===== config.mk =====
export PLATFORM = sky130hd
export DESIGN_NAME = clk_rate_seq
export DESIGN_NICKNAME = d
export VERILOG_FILES = /design/src/rtl/clk_rate_seq_pkg.sv /design/src/rtl/rate_divider.sv /design/src/rtl/settle_timer.sv /design/src/rtl/clk_rate_seq.sv
export SDC_FILE = /design/constraint.sdc
export NUM_CORES = 1
export LEC_CHECK = 0
export BUFFER_PORTS_ARGS = -buffer_cell sky130_fd_sc_hd__buf_4
export CAP_MARGIN = 20
export CELL_PAD_IN_SITES_DETAIL_PLACEMENT = 1
export CELL_PAD_IN_SITES_GLOBAL_PLACEMENT = 1
export CORE_MARGIN = 1.5
export CORE_UTILIZATION = 50
export DETAILED_ROUTE_END_ITERATION = 8
export GPL_TIMING_DRIVEN = 0
export MAX_ROUTING_LAYER = met4
export PLACE_DENSITY = 0.94
export SYNTH_ARGS = -nofsm -noshare
export SYNTH_HDL_FRONTEND = slang
export SYNTH_HIERARCHICAL = 1
export SYNTH_SLANG_ARGS = --single-unit
export TNS_END_PERCENT = 20

===== constraint.sdc =====
create_clock -name clk -period 5.2 [get_ports clk]
set_clock_uncertainty 0.2 [all_clocks]
set_input_delay 0.78 -clock clk [delete_from_list [all_inputs] [get_ports clk]]
set_output_delay 0.78 -clock clk [all_outputs]
set_load 0.02 [all_outputs]

===== src/rtl/clk_rate_seq_pkg.sv =====
package clk_rate_seq_pkg;
    localparam int MUL_W = 2;
    localparam int DIV_W = 2;

    typedef enum logic {
        ST_RUN    = 1'b0,
        ST_SETTLE = 1'b1
    } seq_state_t;

    typedef struct packed {
        logic [MUL_W-1:0] mul;
        logic [DIV_W-1:0] cdiv;
        logic [DIV_W-1:0] pdiv;
    } freq_cfg_t;
endpackage


===== src/rtl/rate_divider.sv =====
module rate_divider #(
    parameter int SEL_W = 2
) (
    input  logic             clk,
    input  logic             rst_n,
    input  logic [SEL_W-1:0] sel,
    input  logic             restart,
    input  logic             hold,
    output logic             ce
);
    logic [SEL_W-1:0] cnt;

    always_ff @(posedge clk or negedge rst_n) begin
        if (!rst_n)                cnt <= '0;
        else if (restart || hold)  cnt <= '0;
        else if (cnt >= sel)       cnt <= '0;
        else                       cnt <= cnt + 1'b1;
    end

    assign ce = !hold && (cnt == '0);
endmodule


===== src/rtl/settle_timer.sv =====
module settle_timer #(
    parameter int CNT_W  = 8,
    parameter int PSEL_W = 3
) (
    input  logic              clk,
    input  logic              rst_n,
    input  logic              load,
    input  logic              run,
    input  logic [CNT_W-1:0]  start_val,
    input  logic [PSEL_W-1:0] psel,
    output logic              ovf
);
    localparam int PRE_W = 2 * ((1 << PSEL_W) - 1);

    logic [CNT_W-1:0]  cnt;
    logic [PRE_W-1:0]  pre;
    logic [PSEL_W-1:0] psel_q;
    logic [PRE_W-1:0]  mask;
    logic              tick;

    always_comb begin
        for (int i = 0; i < PRE_W; i++) begin
            mask[i] = (i < 2 * int'(psel_q));
        end
    end

    assign tick = run && (pre == mask);
    assign ovf  = tick && (cnt == '1);

    always_ff @(posedge clk or negedge rst_n) begin
        if (!rst_n) begin
            cnt    <= '0;
            pre    <= '0;
            psel_q <= '0;
        end else if (load) begin
            cnt    <= start_val;
            pre    <= '0;
            psel_q <= psel;
        end else if (tick) begin
            cnt <= cnt + 1'b1;
            pre <= '0;
        end else if (run) begin
            pre <= pre + 1'b1;
        end
    end
endmodule


===== src/rtl/clk_rate_seq.sv =====
module clk_rate_seq
    import clk_rate_seq_pkg::*;
#(
    parameter int DATA_W = 16,
    parameter int CNT_W  = 8,
    parameter int PSEL_W = 3
) (
    input  logic              clk,
    input  logic              rst_n,
    input  logic              wr_en,
    input  logic              wr_addr,
    input  logic [DATA_W-1:0] wr_data,
    output logic              core_ce,
    output logic              peri_ce,
    output logic              cpu_stall,
    output logic              busy,
    output logic              done,
    output logic [MUL_W-1:0]  pll_mul,
    output logic              clkout_en
);
    localparam int CDIV_LSB = MUL_W;
    localparam int PDIV_LSB = MUL_W + DIV_W;
    localparam int PSEL_LSB = CNT_W;
    localparam freq_cfg_t CFG_RST = '{mul: '0, cdiv: '0, pdiv: '1};

    seq_state_t        state, state_nx;
    freq_cfg_t         act_cfg, pend_cfg, wr_cfg;
    logic [CNT_W-1:0]  wd_start;
    logic [PSEL_W-1:0] wd_psel;
    logic              freq_wr, mul_chg, ovf, div_restart, settling;
    logic [DIV_W-1:0]  div_sel [2];
    logic [1:0]        ce_vec;

    assign wr_cfg.mul  = wr_data[MUL_W-1:0];
    assign wr_cfg.cdiv = wr_data[CDIV_LSB +: DIV_W];
    assign wr_cfg.pdiv = wr_data[PDIV_LSB +: DIV_W];

    assign freq_wr     = wr_en && !wr_addr && (state == ST_RUN);
    assign mul_chg     = freq_wr && (wr_cfg.mul != act_cfg.mul);
    assign settling    = (state == ST_SETTLE);
    assign div_restart = (freq_wr && !mul_chg) || ovf;

    // State register
    always_ff @(posedge clk or negedge rst_n) begin
        if (!rst_n) state <= ST_RUN;
        else        state <= state_nx;
    end

    // Next-state logic
    always_comb begin
        state_nx = state;
        unique case (state)
            ST_RUN:    if (mul_chg) state_nx = ST_SETTLE;
            ST_SETTLE: if (ovf)     state_nx = ST_RUN;
            default:   state_nx = ST_RUN;
        endcase
    end

    // Outputs
    always_comb begin
        cpu_stall = 1'b0;
        busy      = 1'b0;
        unique case (state)
            ST_RUN:    ;
            ST_SETTLE: begin
                cpu_stall = 1'b1;
                busy      = 1'b1;
            end
            default:   ;
        endcase
    end

    // Configuration registers
    always_ff @(posedge clk or negedge rst_n) begin
        if (!rst_n) begin
            act_cfg  <= CFG_RST;
            pend_cfg <= CFG_RST;
            wd_start <= '0;
            wd_psel  <= '0;
            done     <= 1'b0;
        end else begin
            done <= ovf;
            if (wr_en && wr_addr && !settling) begin
                wd_start <= wr_data[CNT_W-1:0];
                wd_psel  <= wr_data[PSEL_LSB +: PSEL_W];
            end
            if (mul_chg)      pend_cfg <= wr_cfg;
            else if (freq_wr) act_cfg  <= wr_cfg;
            if (ovf)          act_cfg  <= pend_cfg;
        end
    end

    settle_timer #(.CNT_W(CNT_W), .PSEL_W(PSEL_W)) u_timer (
        .clk(clk), .rst_n(rst_n), .load(mul_chg), .run(settling),
        .start_val(wd_start), .psel(wd_psel), .ovf(ovf)
    );

    assign div_sel[0] = act_cfg.cdiv;
    assign div_sel[1] = act_cfg.pdiv;

    for (genvar g = 0; g < 2; g++) begin : g_div
        rate_divider #(.SEL_W(DIV_W)) u_div (
            .clk(clk), .rst_n(rst_n), .sel(div_sel[g]),
            .restart(div_restart), .hold(settling), .ce(ce_vec[g])
        );
    end

    assign core_ce   = ce_vec[0];
    assign peri_ce   = ce_vec[1];
    assign pll_mul   = act_cfg.mul;
    assign clkout_en = 1'b1;
endmodule


==> results.py <==
metrics = {
    "pwr": {
        "internal_power_uw": 901,
        "p_seq_share_pct": 45.4,
        "swShare_pct": 37.6,
        "ir_drop_mv": 0.233,
        "pwr-share-clk_pct": 20.4,
        "p_sw_uw": 543,
        "p_leak_nw": 1.45,
        "power_density_nw_per_um2": 442,
        "power_frac_comb_pct": 34.2,
    },
    "timing": {
        "tightestPinTransition_ns": 0.995,
        "fmax_ghz": 0.265,
        "slew_headroom_pct": 33.1,
        "finalSetupViolCount": 0,
        "final.setup.worst_slack_ns": 1.43,
        "finalCritPeriodShare_pct": 72.5,
        "hold_viol_final": 0,
        "fin_crit_ns": 3.77,
        "maxSlewViolCount": 0,
        "rsz0062_at_grt": "no",
        "tns_ns": 0,
    },
    "synth": {
        "yosys.area.top_type_share_pct": 43.0,
        "synthMostInstantiatedCell": "dfrtp_1",
        "synth_cells": 267,
        "avgSynthCellArea_um2": 10.9,
        "ys_warn_count": 6,
        "ys_top_cells_by_area": "dfrtp_1 43%, mux2_2 6.2%, dfstp_2 3.6%",
        "synth.distinct_cells": 49,
        "synth-edff-count": 0,
        "synthesis.area_um2": 2910,
        "ys_ff_latch": 54,
        "yosysSeqAreaShare_pct": 46.6,
        "ys_top_cells_by_count": "50 x dfrtp_1, 16 x mux2_2, 15 x nor3_1",
        "synthFlopType": "dfrtp_1",
        "syn_nets": 295,
        "async_flop_share_pct": 100,
        "yosysTopAreaCell": "dfrtp_1",
    },
    "clocking": {
        "cts_root_buffer": "clkbuf_8",
        "clkTransAtPathRegs_ns": 0.10,
        "ctsResizeCount": 0,
        "post_cts_buffers": 0,
        "clkSinkCount": 54,
        "clock_latency_ns": 0.32,
        "cts_hold_buf": 0,
        "numCtsBuffers": 5,
        "htree_levels": 2,
        "cts_tree": "done",
        "clk_path_buf_depth": 2,
    },
    "setup_path": {
        "crit_fanout": 10,
        "r2r-end": "g_div[1].u_div/cnt[1]",
        "reg2reg_slack_ns": 1.43,
        "required_ns": 5.21,
        "r2r-start": "u_timer/psel_q[2]",
        "startpoint_type": "flip-flop",
        "crit_type": "reg2reg",
        "reg2reg_depth": 10,
        "worstSetupEndpointType": "flip-flop",
        "cp.arrival_ns": 3.78,
    },
    "grt": {
        "grt_pass1_wl_mm": 11.8,
        "grt_usage_pct": 25.5,
        "grt_pass1_vias": 2397,
        "antenna_found_initial": 0,
        "grt-ovfl-total": 0,
        "grt_start_max_net_pins": 55,
    },
    "placement": {
        "hpwlAfterDp_mm": 5.06,
        "portBuffers": 21,
        "place_congestion": 0.849,
        "dpl.cell_count": 360,
        "place_ws_ns": 1.55,
    },
    "floorplanning": {
        "row_count": 27,
        "dieWidth_um": 79.3,
        "io_pins": 28,
        "die_h_um": 79.3,
        "fp.dieArea_um2": 6280,
        "start_util_pct": 52.2,
        "core_area_um2": 5570,
    },
    "layout": {
        "final_nets": 323,
        "syn_to_final_growth_pct": 12.4,
        "diodes": 0,
        "fill_cells": 622,
        "drive_gt1_share_pct": 25.7,
        "final_cells": 368,
    },
    "routing": {
        "viasPerCell": 5.97,
        "drt-total-wl_mm": 7.09,
        "num_vias": 2196,
        "wl_per_cell_um": 19.3,
        "firstDrtPassIters": 4,
        "drc": 0,
        "drtIter0Drc": 100,
        "antenna_left": 0,
    },
    "worst_hold_path": {
        "hold_path.class": "in2async",
    },
    "status": {
        "status": "finished clean",
    },
    "run": {
        "cap_viol_max_count": 0,
    },
}
-- routing by layer --
layer | wire length, µm | track usage, % | vias to the layer above
met1 | 3110 | 30.2 | 1124
li1 | - | - | 1038
met3 | 129 | 3.79 | 11
met2 | 3720 | 43.8 | 23
met4 | 136 | 9.47 | 0
met5 | 0 | - | -
-- stage by stage --
stage	instance area (µm²)	utilization, %	hold WS, ns	power, mW
after floorplan	2910	-	0.259	0.982
after global placement	3160	56.6	0.280	1.11
after detailed placement	3160	56.6	0.277	1.14
after CTS	3270	58.7	0.293	1.45
after global routing	3270	58.7	0.320	1.53
final	3270	58.7	0.266	1.44
-- cell type report --
cell class	instances	area [µm²]	area share, %
Buffer	14	80.1	2.45
Sequential cell	54	1360	41.5
Inverter	13	48.8	1.49
Timing Repair Buffer	21	158	4.82
Multi-Input combinational cell	186	1420	43.5
Tap cell	72	90.1	2.76
Clock inverter	3	45.0	1.38
Clock buffer	5	68.8	2.10
-- worst max path at each step --
stage | end | slack (ns) | start | depth (start not counted)
finish | g_div[1].u_div/cnt[1] | 1.43 | u_timer/psel_q[2] | 10
detailed placement | g_div[1].u_div/cnt[1] | 1.55 | u_timer/psel_q[2] | 10
floorplan | g_div[0].u_div/cnt[1] | 2.30 | u_timer/psel_q[1] | 10
global route | g_div[1].u_div/cnt[1] | 1.37 | u_timer/psel_q[2] | 10
CTS | g_div[1].u_div/cnt[1] | 1.51 | u_timer/psel_q[2] | 10
global placement | g_div[0].u_div/cnt[1] | 1.61 | u_timer/psel_q[1] | 10
-- sequential cells by signal, indices dropped and copies added, names as in the netlist --
| register | cells |
|---|---|
| act_cfg | 4 |
| done | 1 |
| g_div.u_div/cnt | 4 |
| pend_cfg | 6 |
| pll_mul | 2 |
| settling | 1 |
| u_timer/cnt | 8 |
| u_timer/pre | 14 |
| u_timer/psel_q | 3 |
| wd_psel | 3 |
| wd_start | 8 |
-- power by group through the flow --
| stage | clock network (mW) | logic (mW) | registers (mW) |
|---|---|---|---|
| after floorplan | 0 | 0.356 | 0.627 |
| after global placement | 0 | 0.456 | 0.652 |
| after detailed placement | 0 | 0.485 | 0.659 |
| after CTS | 0.300 | 0.497 | 0.654 |
| after global routing | 0.317 | 0.545 | 0.673 |
| final | 0.294 | 0.494 | 0.656 |
-- worst max-delay path, stage by stage, from the launching register on --
cell and delay, ns:
dfrtp_1 0.39, buf_2 0.19, or4_4 0.49, o22ai_2 0.14, o2111ai_2 0.29, buf_2 0.29, nor4_1 0.87, clkbuf_1 0.40
a31o_2 0.20, or4b_1 0.13, a21oi_1 0.05
-- cells by family (layout without fill, tap and decap cells) --
group / count (synthesis) / in the layout / synth area share (%)
multiplexers: 23 / 23 / 9.64
AND/OR/NAND/NOR: 89 / 89 / 17.9
XOR/XNOR: 16 / 16 / 5.34
AO/OA/AOI/OAI: 49 / 49 / 12.5
other: 1 / 1 / 0.129
adder cells (fa/ha/maj): 8 / 8 / 3.44
flip-flops: 54 / 54 / 46.6
buffers and inverters: 27 / 56 / 4.43
-- cells in the final DEF (no fill, tap or decap), types with 2 or more instances in the layout --
cell type / netlist / layout
mux2_2: 16 / 16
nand2_1: 9 / 9
o31ai_1: 10 / 10
a41oi_1: 4 / 4
xor2_1: 8 / 8
ha_1: 8 / 8
clkbuf_8: 0 / 5
a21oi_1: 11 / 11
clkbuf_1: 5 / 5
mux2_4: 6 / 6
or4b_1: 2 / 2
xor2_2: 2 / 2
a31oi_1: 6 / 6
nand4_1: 7 / 7
nand2b_1: 4 / 4
dfrtp_1: 50 / 50
o211ai_1: 3 / 3
or3_1: 2 / 2
or4_1: 11 / 11
nor2b_1: 9 / 9
dfstp_2: 4 / 4
inv_1: 13 / 13
and3_1: 4 / 4
nor2_1: 12 / 12
o21ai_0: 4 / 4
buf_4: 4 / 25
nor3_1: 15 / 15
nand3_1: 8 / 8
buf_2: 4 / 4
clkinvlp_4: 0 / 2
xnor2_1: 6 / 6
No activity file was read; power rests on OpenSTA's default activity.
